<file path="config.mk">
export PLATFORM = sky130hd
export DESIGN_NAME = perf_mon_unit
export DESIGN_NICKNAME = d
export VERILOG_FILES = /design/src/rtl/pmu_pkg.sv /design/src/rtl/pmu_counter.sv /design/src/rtl/pmu_evt_sel.sv /design/src/rtl/pmu_prescale.sv /design/src/rtl/perf_mon_unit.sv
export SDC_FILE = /design/constraint.sdc
export NUM_CORES = 1
export LEC_CHECK = 0
export BUFFER_PORTS_ARGS = -buffer_cell sky130_fd_sc_hd__buf_2
export CAP_MARGIN = 20
export CORE_ASPECT_RATIO = 1.4
export CORE_UTILIZATION = 49
export DETAILED_ROUTE_END_ITERATION = 16
export GPL_ROUTABILITY_DRIVEN = 0
export PLACE_DENSITY = 0.75
export SLEW_MARGIN = 0
export SYNTH_ARGS = -nofsm -noshare
export SYNTH_HDL_FRONTEND = slang
export SYNTH_SLANG_ARGS = --single-unit
export TNS_END_PERCENT = 20
</file>
<file path="constraint.sdc">
create_clock -name clk -period 3.1 [get_ports clk]
set_input_delay 0.155 -clock clk [delete_from_list [all_inputs] [get_ports clk]]
set_output_delay 0.155 -clock clk [all_outputs]
set_load 0.02 [all_outputs]
</file>
<file path="src/rtl/pmu_pkg.sv">
package pmu_pkg;

  localparam int REG_W  = 32;
  localparam int SEL_W  = 8;
  localparam int N_EVC  = 2;

  // control field positions (software decodes these)
  localparam int B_RUN   = 0;
  localparam int B_EVCLR = 1;
  localparam int B_CYCLR = 2;
  localparam int B_DIV   = 3;
  localparam int B_IE    = 4;   // 3 bits: ev0, ev1, cyc
  localparam int B_OVF   = 8;   // 3 bits: ev0, ev1, cyc
  localparam int B_SEL0  = 12;
  localparam int B_SEL1  = 20;

  localparam logic [REG_W-1:0] RESV_MASK = 32'hF000_0880;
  localparam logic [SEL_W-1:0] NO_EVENT  = '1;

  typedef enum logic [1:0] {
    A_CTRL = 2'd0,
    A_CYC  = 2'd1,
    A_EV0  = 2'd2,
    A_EV1  = 2'd3
  } reg_addr_e;

  function automatic logic [REG_W-1:0] pack_ctrl(
    input logic             run,
    input logic             div,
    input logic [2:0]       ie,
    input logic [2:0]       ovf,
    input logic [SEL_W-1:0] s0,
    input logic [SEL_W-1:0] s1);
    logic [REG_W-1:0] r;
    r = '0;
    r[B_RUN]          = run;
    r[B_DIV]          = div;
    r[B_IE +: 3]      = ie;
    r[B_OVF +: 3]     = ovf;
    r[B_SEL0 +: SEL_W] = s0;
    r[B_SEL1 +: SEL_W] = s1;
    return r;
  endfunction

  // sticky flags: set beats write-one-to-clear
  function automatic logic [2:0] flag_next(
    input logic [2:0] cur,
    input logic [2:0] clr_mask,
    input logic [2:0] set);
    return (cur & ~clr_mask) | set;
  endfunction

endpackage

</file>
<file path="src/rtl/pmu_counter.sv">
module pmu_counter #(
  parameter int W = 32
) (
  input  logic         clk,
  input  logic         rst_n,
  input  logic         clr,
  input  logic         load,
  input  logic [W-1:0] load_val,
  input  logic         inc,
  output logic [W-1:0] val,
  output logic         wrap
);

  logic [W-1:0] cnt_q;

  assign val  = cnt_q;
  assign wrap = inc & ~clr & ~load & (&cnt_q);

  always_ff @(posedge clk or negedge rst_n) begin
    if (!rst_n)      cnt_q <= '0;
    else if (clr)    cnt_q <= '0;
    else if (load)   cnt_q <= load_val;
    else if (inc)    cnt_q <= cnt_q + W'(1);
  end


  clr_zero_chk: assert property (@(posedge clk) disable iff (!rst_n)
    clr |=> (cnt_q == '0));


  load_take_chk: assert property (@(posedge clk) disable iff (!rst_n)
    (load && !clr) |=> (cnt_q == $past(load_val)));

endmodule

</file>
<file path="src/rtl/pmu_evt_sel.sv">
module pmu_evt_sel #(
  parameter int EVT_W = 256,
  parameter int SEL_W = 8
) (
  input  logic [EVT_W-1:0] bank,
  input  logic [SEL_W-1:0] code,
  input  logic             run,
  output logic             hit
);

  localparam int SPAN = 1 << SEL_W;   // EVT_W must not exceed SPAN

  logic [SPAN-1:0] padded;

  always_comb begin
    padded = '0;
    for (int i = 0; i < EVT_W; i++) padded[i] = bank[i];
  end

  assign hit = run && (code != {SEL_W{1'b1}}) && padded[code];

endmodule

</file>
<file path="src/rtl/pmu_prescale.sv">
module pmu_prescale #(
  parameter int PW = 6
) (
  input  logic clk,
  input  logic rst_n,
  input  logic clr,
  input  logic run,
  output logic tick
);

  logic [PW-1:0] pre_q;

  assign tick = run & (&pre_q);

  always_ff @(posedge clk or negedge rst_n) begin
    if (!rst_n)    pre_q <= '0;
    else if (clr)  pre_q <= '0;
    else if (run)  pre_q <= pre_q + PW'(1);
  end


  tick_gap_chk: assert property (@(posedge clk) disable iff (!rst_n)
    tick |=> !tick);

endmodule

</file>
<file path="src/rtl/perf_mon_unit.sv">
module perf_mon_unit
  import pmu_pkg::*;
#(
  parameter int CNT_W    = 32,   // at most REG_W
  parameter int EVT_W    = 256,  // at most 2**SEL_W
  parameter int DIV_LOG2 = 6
) (
  input  logic             clk,
  input  logic             rst_n,
  input  logic             reg_we,
  input  logic [1:0]       reg_addr,
  input  logic [31:0]      reg_wdata,
  output logic [31:0]      reg_rdata,
  input  logic [EVT_W-1:0] evt_strobe,
  output logic             irq
);

  // control state
  logic             run_q, div_q;
  logic [2:0]       ie_q, flag_q;
  logic [SEL_W-1:0] sel_q [N_EVC];

  // internal events, named for the assertions
  logic             ctrl_wr, evt_clr, cyc_clr;
  logic             pre_tick, cyc_inc, cyc_wrap, cyc_load;
  logic [CNT_W-1:0] cyc_val;
  logic [CNT_W-1:0] ev_val [N_EVC];
  logic [N_EVC-1:0] ev_hit, ev_wrap, ev_load;

  logic unused_wbits;
  assign unused_wbits = ^{reg_wdata[31:28], reg_wdata[11], reg_wdata[7]};

  assign ctrl_wr  = reg_we && (reg_addr == A_CTRL);
  assign evt_clr  = ctrl_wr && reg_wdata[B_EVCLR];
  assign cyc_clr  = ctrl_wr && reg_wdata[B_CYCLR];
  assign cyc_load = reg_we && (reg_addr == A_CYC);

  // cycle counter path
  pmu_prescale #(.PW(DIV_LOG2)) u_pre (
    .clk  (clk),
    .rst_n(rst_n),
    .clr  (cyc_clr),
    .run  (run_q & div_q),
    .tick (pre_tick)
  );

  assign cyc_inc = run_q & (div_q ? pre_tick : 1'b1);

  pmu_counter #(.W(CNT_W)) u_cyc (
    .clk     (clk),
    .rst_n   (rst_n),
    .clr     (cyc_clr),
    .load    (cyc_load),
    .load_val(reg_wdata[CNT_W-1:0]),
    .inc     (cyc_inc),
    .val     (cyc_val),
    .wrap    (cyc_wrap)
  );

  // event counters
  for (genvar k = 0; k < N_EVC; k++) begin : g_evc
    localparam logic [1:0] ADDR_K = 2'(k + 2);

    assign ev_load[k] = reg_we && (reg_addr == ADDR_K);

    pmu_evt_sel #(.EVT_W(EVT_W), .SEL_W(SEL_W)) u_sel (
      .bank(evt_strobe),
      .code(sel_q[k]),
      .run (run_q),
      .hit (ev_hit[k])
    );

    pmu_counter #(.W(CNT_W)) u_cnt (
      .clk     (clk),
      .rst_n   (rst_n),
      .clr     (evt_clr),
      .load    (ev_load[k]),
      .load_val(reg_wdata[CNT_W-1:0]),
      .inc     (ev_hit[k]),
      .val     (ev_val[k]),
      .wrap    (ev_wrap[k])
    );


    idle_code_chk: assert property (@(posedge clk) disable iff (!rst_n)
      (sel_q[k] == NO_EVENT && !evt_clr && !ev_load[k]) |=> $stable(ev_val[k]));


    ev_flag_set_chk: assert property (@(posedge clk) disable iff (!rst_n)
      ev_wrap[k] |=> flag_q[k]);
  end

  // control register
  always_ff @(posedge clk or negedge rst_n) begin
    if (!rst_n) begin
      run_q    <= 1'b0;
      div_q    <= 1'b0;
      ie_q     <= '0;
      flag_q   <= '0;
      sel_q[0] <= NO_EVENT;
      sel_q[1] <= NO_EVENT;
    end else begin
      flag_q <= flag_next(flag_q,
                          ctrl_wr ? reg_wdata[B_OVF +: 3] : 3'b000,
                          {cyc_wrap, ev_wrap});
      if (ctrl_wr) begin
        run_q    <= reg_wdata[B_RUN];
        div_q    <= reg_wdata[B_DIV];
        ie_q     <= reg_wdata[B_IE +: 3];
        sel_q[0] <= reg_wdata[B_SEL0 +: SEL_W];
        sel_q[1] <= reg_wdata[B_SEL1 +: SEL_W];
      end
    end
  end

  assign irq = |(flag_q & ie_q);

  // read mux
  always_comb begin
    case (reg_addr_e'(reg_addr))
      A_CTRL:  reg_rdata = pack_ctrl(run_q, div_q, ie_q, flag_q, sel_q[0], sel_q[1]);
      A_CYC:   reg_rdata = 32'(cyc_val);
      A_EV0:   reg_rdata = 32'(ev_val[0]);
      default: reg_rdata = 32'(ev_val[1]);
    endcase
  end


  halt_chk: assert property (@(posedge clk) disable iff (!rst_n)
    (!run_q && !reg_we) |=> $stable(cyc_val));


  cyc_flag_set_chk: assert property (@(posedge clk) disable iff (!rst_n)
    cyc_wrap |=> flag_q[2]);


  irq_hold_chk: assert property (@(posedge clk) disable iff (!rst_n)
    (irq && !ctrl_wr) |=> irq);


  resv_zero_chk: assert property (@(posedge clk) disable iff (!rst_n)
    (reg_addr == A_CTRL) |-> ((reg_rdata & RESV_MASK) == '0));

endmodule

</file>
==> qor.yml, run 1 <==
outcome:
  status: "finished, violations left"
  violations: "setup timing"
synthesis:
  synth.avg_cell_area_um2: 10.2
  ys_ff_latch: 126
  yosysSeqAreaShare_pct: 26.1
  synth_ff_type: "dfrtp_1"
  yosys_warnings: 0
  synth_fp_nets: 1482
  ys_types: 66
  synthCells: 1185
  synth_area_um2: 12100
  synth-edff-count: 0
  async_reset_ff_share_pct: 100
timing:
  setup-violations-final: 65
  tns_ps: -7700
  worst_pin_slew_ps: 892
  slew_viol_final: 0
  fmax_mhz: 300
  hold_viol_final: 0
  slew_headroom_pct: 40.3
  rsz0062_at_grt: "yes"
  post-route-period-util_pct: 107
  skew_ps: 8.12
  setup_ws_ps: -230
  fin_crit_ps: 3330
global_route:
  grt_use_met3_pct: 8.66
  first_global_vias: 12998
  grt_max_degree: 59
  grt_pass1_wl_um: 74400
  grt_overflow_total: 0
  antenna_found_initial: 2
  grt_use_total_pct: 39.2
  met1_usage_pct: 44.5
  met2_usage_pct: 65.8
  top_usage_layer: "met2"
power:
  switching_share_pct: 38.2
  power-per-cell-area_nw_per_um2: 575
  p_total_w: 0.00909
  netSwitchingPower_w: 0.00348
  leakage_nw: 6.61
  clkPwrFrac_pct: 22.9
  power_frac_comb_pct: 48.6
  p_int_w: 0.00561
  seqPwrFrac_pct: 28.6
  peakVddDrop_mv: 0.489
hold_path:
  min_path_type: "input port to flop"
floorplan:
  top_level_ports: 326
  die_h_um: 188
  core_um2: 24100
  die_w_um: 135
  fp-row-count: 67
  start_util_pct: 50.3
  fp.dieArea_um2: 25400
clock_tree:
  cts_buffers: 17
  root_buffer: "clkbuf_16"
  insertion_delay_ps: 420
  clkTransAtPathRegs_ps: 60
  cts_buffer_depth: 2
  cts.sinks: 126
  cts_htree_levels: 4
  cts_tree: "built"
detailed_routing:
  drcViolationCount: 0
  drtIter0Drc: 1396
  first_pass_iters: 6
  wl_per_cell_um: 26.2
  vias_per_cell: 6.82
  wirelength_um: 49700
  num_vias: 12936
  ant_nets: 0
worst_setup_path:
  cp_cell_sequence: "buf_12 > buf_4 > mux4_1 > nand2_1 > nand2_1 > a2111oi_1 > or4_4 > nor4_4 > buf_6 > bufbuf_16 > nand3_1 > xor2_1 > o21ai_1"
  cp-end-kind: "flop"
  critPathSlowestCell: "dfstp_4"
  cp_common_cell: "nand2_1"
  path_class: "flop to flop"
  cpPeakStageDelay_ps: 730
  crit_family: "flip-flops"
  arrival_ps: 3610
  timing.critical_path.buf_inv: 4
  cp-start-kind: "flop"
  crit_fanout: 14
  crit_required_ps: 3380
final_layout:
  drive_above_1_share_pct: 45.8
  syn_to_final_growth_pct: 30.1
  nNetsFinal: 1868
  n_fill_cell: 1877
  post-route-util_pct: 65.4
job:
  max-cap-violations: 0
placement:
  port_buffers: 325
  dpl.hpwl_um: 36600
-- per-stage QoR --
stage | setup slack (ps) | cells | instance area [µm²] | hold WS (ps)
final | -230 | 1896 | 15800 | 7.51
after global routing | -381 | 1895 | 15800 | 16.9
after CTS | -120 | 1876 | 15400 | 1.40
after detailed placement | -213 | 1828 | 14500 | 147
after global placement | -167 | 1828 | 14500 | 140
after floorplan | 93.4 | 1185 | 12100 | -141
-- layout make-up --
class	instances	area, µm²	area share [%]
Tap cell	310	388	2.46
Inverter	17	63.8	0.404
Clock inverter	11	139	0.879
Sequential cell	126	3180	20.2
Antenna cell	2	5.00	0.0317
Clock buffer	21	470	2.98
Timing Repair Buffer	467	3070	19.4
Multi-Input combinational cell	942	8470	53.6
-- final timing paths --
check / startpoint / end / slack, ps / cells after the start
worst max-delay path: sel_q[8]$_DFFE_PN1P_ / g_evc[0].u_cnt.val[10]$_DFFE_PN0P_ / -230 / 13
worst min-delay path: reg_wdata[31] / g_evc[0].u_cnt.val[31]$_DFFE_PN0P_ / 8 / 3
worst max register to register: sel_q[8]$_DFFE_PN1P_ / g_evc[0].u_cnt.val[10]$_DFFE_PN0P_ / -230 / 13
worst min register to register: flag_q[1]$_DFF_PN0_ / flag_q[1]$_DFF_PN0_ / 520 / 1
max in group asynchronous: rst_n / sel_q[6]$_DFFE_PN1P_ / 1920 / 3
min in group asynchronous: rst_n / u_cyc.val[4]$_DFFE_PN0P_ / 230 / 2
-- worst min-delay path, delay by kind of cell --
family | cells | cell delay (ps)
buffers and inverters | 1 | 110
AND/OR/NAND/NOR | 1 | 50
AO/OA/AOI/OAI | 1 | 70
-- cells by family (layout without fill, tap and decap cells) --
family                   Yosys count  in the layout  share of synthesized area (%)
flip-flops                       126            126                           26.1
buffers and inverters            117            516                           5.72
other                              0              2                              0
adder cells (fa/ha/maj)            4              4                          0.412
AO/OA/AOI/OAI                    220            220                           11.5
multiplexers                     226            226                           32.7
XOR/XNOR                          93             93                           6.71
AND/OR/NAND/NOR                  399            399                           16.8
-- state kept, by name (all words and copies together), names as in the netlist --
| signal | count |
|---|---|
| div_q | 1 |
| flag_q | 3 |
| g_evc.u_cnt.val | 64 |
| ie_q | 3 |
| run_q | 1 |
| sel_q | 16 |
| u_cyc.val | 32 |
| u_pre.pre_q | 6 |
-- timing repair --
item                                    in CTS  in global routing
endpoints found under the setup margin      65                 66
hold buffers                                 6                  0
hold endpoints to repair                    33                  0
cloned                                       2                  3
setup buffers                                8                 15
pin swaps                                   11                 22
gates resized for setup                     29                 47
-- power by group through the flow --
| stage | clock, W | combinational (W) | sequential (W) |
|---|---|---|---|
| 6_report | 0.00208 | 0.00441 | 0.00260 |
| 2_1_floorplan | 0 | 0.00269 | 0.00235 |
| 3_5_place_dp | 0 | 0.00382 | 0.00259 |
| 3_3_place_gp | 0 | 0.00375 | 0.00257 |
| 5_1_grt | 0.00216 | 0.00464 | 0.00264 |
| 4_1_cts | 0.00208 | 0.00407 | 0.00257 |
-- per-layer routing --
layer / part of all wire, % / up-vias
met2: 48 / 1089
met4: 8.6 / 0
met3: 11 / 317
li1: - / 5336
met5: 0 / -
met1: 32 / 6194
-- placed cells by master, fill, tap and decap left out, drive strengths merged, types with 4 or more instances in the layout --
cell type / netlist / layout
a2111oi: 4 / 4
ha: 4 / 4
a211oi: 35 / 35
a221oi: 4 / 4
and4: 5 / 5
dfstp: 16 / 16
a22oi: 21 / 21
or4: 5 / 5
and3: 30 / 30
o21ai: 81 / 81
a21oi: 36 / 36
nand3: 55 / 55
o211ai: 9 / 9
xnor2: 42 / 42
nor2: 68 / 68
clkbuf: 54 / 24
mux2: 37 / 37
and2: 10 / 10
nor3: 18 / 18
buf: 46 / 457
a31oi: 5 / 5
nand2b: 5 / 5
nor4: 9 / 9
clkinv: 0 / 6
mux2i: 57 / 57
dlygate4sd3: 0 / 6
or3: 6 / 6
nor2b: 12 / 12
nand4: 33 / 33
dfrtp: 110 / 110
inv: 17 / 17
nand2: 131 / 131
mux4: 132 / 132
nor3b: 4 / 4
xor2: 51 / 51
a22o: 9 / 9
-- Yosys cell counts, types with 17 or more instances --
master | n | area share, %
a211oi_1 | 35 | 2.2
a21oi_1 | 36 | 1.5
a22oi_1 | 21 | 1.3
and3_1 | 30 | 1.5
clkbuf_1 | 54 | 1.7
dfrtp_1 | 110 | 23
inv_1 | 17 | 0.53
mux2_2 | 37 | 3.4
mux2i_1 | 57 | 4.7
mux4_2 | 128 | 24
nand2_1 | 129 | 4.0
nand3_1 | 55 | 2.3
nand4_1 | 32 | 1.6
nor2_1 | 66 | 2.0
o21ai_0 | 51 | 2.1
o21ai_1 | 30 | 1.2
xnor2_1 | 42 | 3.0
xor2_1 | 51 | 3.7
Power figures use the tool's default switching activity.
==> run 2, diff against run 1 <==
--- a/config.mk
+++ b/config.mk
@@ -8,10 +8,10 @@
 export BUFFER_PORTS_ARGS = -buffer_cell sky130_fd_sc_hd__buf_2
 export CAP_MARGIN = 20
 export CORE_ASPECT_RATIO = 1.4
-export CORE_UTILIZATION = 49
+export CORE_UTILIZATION = 55
 export DETAILED_ROUTE_END_ITERATION = 16
 export GPL_ROUTABILITY_DRIVEN = 0
-export PLACE_DENSITY = 0.75
+export PLACE_DENSITY = 0.8
 export SLEW_MARGIN = 0
 export SYNTH_ARGS = -nofsm -noshare
 export SYNTH_HDL_FRONTEND = slang
==> constraint.sdc (replaced) <==
create_clock -name clk -period 3.4 [get_ports clk]
set_input_delay 0.17 -clock clk [delete_from_list [all_inputs] [get_ports clk]]
set_output_delay 0.17 -clock clk [all_outputs]
set_load 0.02 [all_outputs]
==> run 2 against run 1 <==
The run now ends clean; first-iteration DRC count is 24% higher; power is 15% lower; global-route usage is 4.9 points higher; critical endpoint is now g_evc[0].u_cnt.val[26]$_DFFE_PN0P_; sequential power is 8.8% lower.
==> qor.yml, run 2 (synthesis results as in run 1) <==
outcome:
  status: "finished clean"  # was finished, violations left
floorplan:
  fp.dieArea_um2: 22700  # was 25400 µm²
  die_h_um: 178  # was 188 µm
  top_level_ports: 326  # unchanged
  fp-row-count: 64  # was 67
  start_util_pct: 55.7  # was 50.3%
  core_um2: 21800  # was 24100 µm²
  die_w_um: 128  # was 135 µm
global_route:
  antenna_found_initial: 7  # was 2
  first_global_vias: 12731  # was 12998
  grt_overflow_total: 0  # unchanged
  grt_max_degree: 70  # was 59
  grt_use_total_pct: 44.1  # was 39.2%
  grt_pass1_wl_um: 73500  # was 74400 µm
timing:
  skew_ps: 9.04  # was 8.12 ps
  fin_crit_ps: 3310  # was 3330 ps
  worst_pin_slew_ps: 1070  # was 892 ps
  slew_headroom_pct: 28.5  # was 40.3%
  slew_viol_final: 0  # unchanged
  post-route-period-util_pct: 97.4  # was 107%
  tns_ps: 0  # was -7700 ps
  hold_viol_final: 0  # unchanged
  fmax_mhz: 302  # was 300 MHz
  setup-violations-final: 0  # was 65
  rsz0062_at_grt: "yes"  # unchanged
worst_setup_path:
  crit_fanout: 29  # was 14
  crit_required_ps: 3760  # was 3380 ps
  timing.critical_path.buf_inv: 4  # unchanged
  cp-end-kind: "flop"  # unchanged
  cpPeakStageDelay_ps: 710  # was 730 ps
  critPathSlowestCell: "dfstp_4"  # unchanged
  arrival_ps: 3670  # was 3610 ps
  crit_family: "simple AND/OR/NAND/NOR gates"  # was flip-flops
  r2r-start: "sel_q[8]$_DFFE_PN1P_"  # unchanged
  setup.worst_path.start: "sel_q[8]$_DFFE_PN1P_"  # unchanged
  cp_cell_sequence: "buf_16 > buf_4 > mux2i_1 > a221oi_1 > o21ai_0 > nand4_1 > a211oi_1 > buf_4 > nor4_4 > buf_12 > nand2_2 > or4_1 > nand3_1"  # was buf_12 > buf_4 > mux4_1 > nand2_1 > nand2_1 > a2111oi_1 > or4_4 > nor4_4 > buf_6 > bufbuf_16 > nand3_1 > xor2_1 > o21ai_1
  path_class: "flop to flop"  # unchanged
  cp_common_cell: "buf_4"  # was nand2_1
  cp-start-kind: "flop"  # unchanged
clock_tree:
  clkTransAtPathRegs_ps: 60  # about the same
  root_buffer: "clkbuf_16"  # unchanged
  cts_tree: "built"  # unchanged
  cts.sinks: 126  # unchanged
  cts_buffer_depth: 2  # unchanged
  cts_buffers: 17  # unchanged
  cts_htree_levels: 4  # unchanged
  insertion_delay_ps: 430  # was 420 ps
final_layout:
  regArea_um2: 3180  # unchanged
  instances_no_fill: 1832  # was 1896
  final_common_cell: "buf_2"  # unchanged
  syn_to_final_growth_pct: 23.4  # was 30.1%
  post-route-util_pct: 68.8  # was 65.4%
  layout_common_cells: "buf_2, mux4_2, nand2_1"  # unchanged
  multi_input_area_um2: 8320  # was 8470 µm²
  drive_above_1_share_pct: 42.7  # was 45.8%
  largest_reg_flops: 64  # unchanged
  nNetsFinal: 1813  # was 1868
  n_fill_cell: 1644  # was 1877
power:
  leakage_nw: 6.26  # was 6.61 nW
  power-per-cell-area_nw_per_um2: 518  # was 575 nW/µm²
  p_total_w: 0.00776  # was 0.00909 W
  seqPwrFrac_pct: 30.6  # was 28.6%
  power_frac_comb_pct: 46.8  # was 48.6%
  p_int_w: 0.00469  # was 0.00561 W
  netSwitchingPower_w: 0.00307  # was 0.00348 W
  peakVddDrop_mv: 0.416  # was 0.489 mV
  clkPwrFrac_pct: 22.6  # was 22.9%
  switching_share_pct: 39.6  # was 38.2%
detailed_routing:
  ant_nets: 0  # unchanged
  wirelength_um: 49300  # was 49700 µm
  drtIter0Drc: 1734  # was 1396
  wl_per_cell_um: 26.9  # was 26.2 µm
  first_pass_iters: 7  # was 6
  num_vias: 12863  # was 12936
  drcViolationCount: 0  # unchanged
  vias_per_cell: 7.02  # was 6.82
job:
  max-cap-violations: 0  # unchanged
hold_path:
  min_path_type: "input port to flop"  # unchanged
  worstHoldStart: "reg_wdata[29]"  # was reg_wdata[31]
placement:
  port_buffers: 325  # unchanged
  dpl.hpwl_um: 36300  # was 36600 µm
  place_inst: 1776  # was 1828
[run 2: cell types whose count changed in the layout (fill, tap and decap cells not counted), sizes merged]
cell / before / now
buf: 457 / 409
diode: 2 / 6
bufinv: 3 / 1
clkbuf: 24 / 23
dlygate4sd3: 6 / 1
clkinvlp: 2 / 0
clkinv: 6 / 10
bufbuf: 1 / 0
[run 2: path summary, 6_finish.rpt]
check	end	slack, ps	cells after the start
max	g_evc[0].u_cnt.val[26]$_DFFE_PN0P_	90	13
min	g_evc[1].u_cnt.val[29]$_DFFE_PN0P_	4	3
max reg2reg	g_evc[0].u_cnt.val[26]$_DFFE_PN0P_	90	13
min reg2reg	ie_q[1]$_DFFE_PN0P_	550	1
max in group asynchronous	sel_q[1]$_DFFE_PN1P_	2090	3
min in group asynchronous	ie_q[2]$_DFFE_PN0P_	410	2
[run 2: what timing repair did]
| action | in CTS | in global routing |
|---|---|---|
| cloned | 0 | 2 |
| pin swaps | 3 | 4 |
| buffers inserted | 2 | 13 |
| resized for setup | 1 | 11 |
| hold endpoints to repair | 56 | 0 |
| endpoints found under the setup margin | 4 | 66 |
| hold buffers | 1 | 0 |
[run 2: cell type report]
cell class              instances  share of cell area [%]
diodes                          6                   0.100
clock buffers                  21                    3.14
clock inverters                11                   0.610
inverters                      17                   0.426
multi-input cells             942                    55.5
flip-flops and latches        126                    21.3
well taps                     297                    2.48
repair buffers                412                    16.5
[run 2: power by group through the flow]
stage / clock, W / combinational [W] / sequential, W
2_1_floorplan: 0 / 0.00245 / 0.00214
3_3_place_gp: 0 / 0.00325 / 0.00236
3_5_place_dp: 0 / 0.00332 / 0.00238
4_1_cts: 0.00174 / 0.00340 / 0.00236
5_1_grt: 0.00181 / 0.00381 / 0.00240
6_report: 0.00175 / 0.00363 / 0.00237
[run 2: through the flow]
stage                     setup WS [ps]  area, µm²  hold slack (ps)
final                              87.7      15000             3.71
after global routing              -16.5      15000             23.5
after CTS                         -73.1      14800             2.12
after detailed placement          -39.3      14200              351
after global placement             6.77      14200              358
after floorplan                     393      12100             -126
[run 2: layer usage]
layer	vias to the layer above	track usage (%)	wire length (µm)
met4	4	30.5	4290
met3	307	12.7	5760
li1	5225	-	-
met1	6148	49.0	15600
met2	1179	72.9	23600
met5	-	0	31
[run 2: worst reg2reg max path, delay by kind of cell (launching register included)]
family	cells	cell delay (ps)
AND/OR/NAND/NOR	5	1180
buffers and inverters	4	770
flip-flops	1	710
AO/OA/AOI/OAI	3	500
multiplexers	1	90
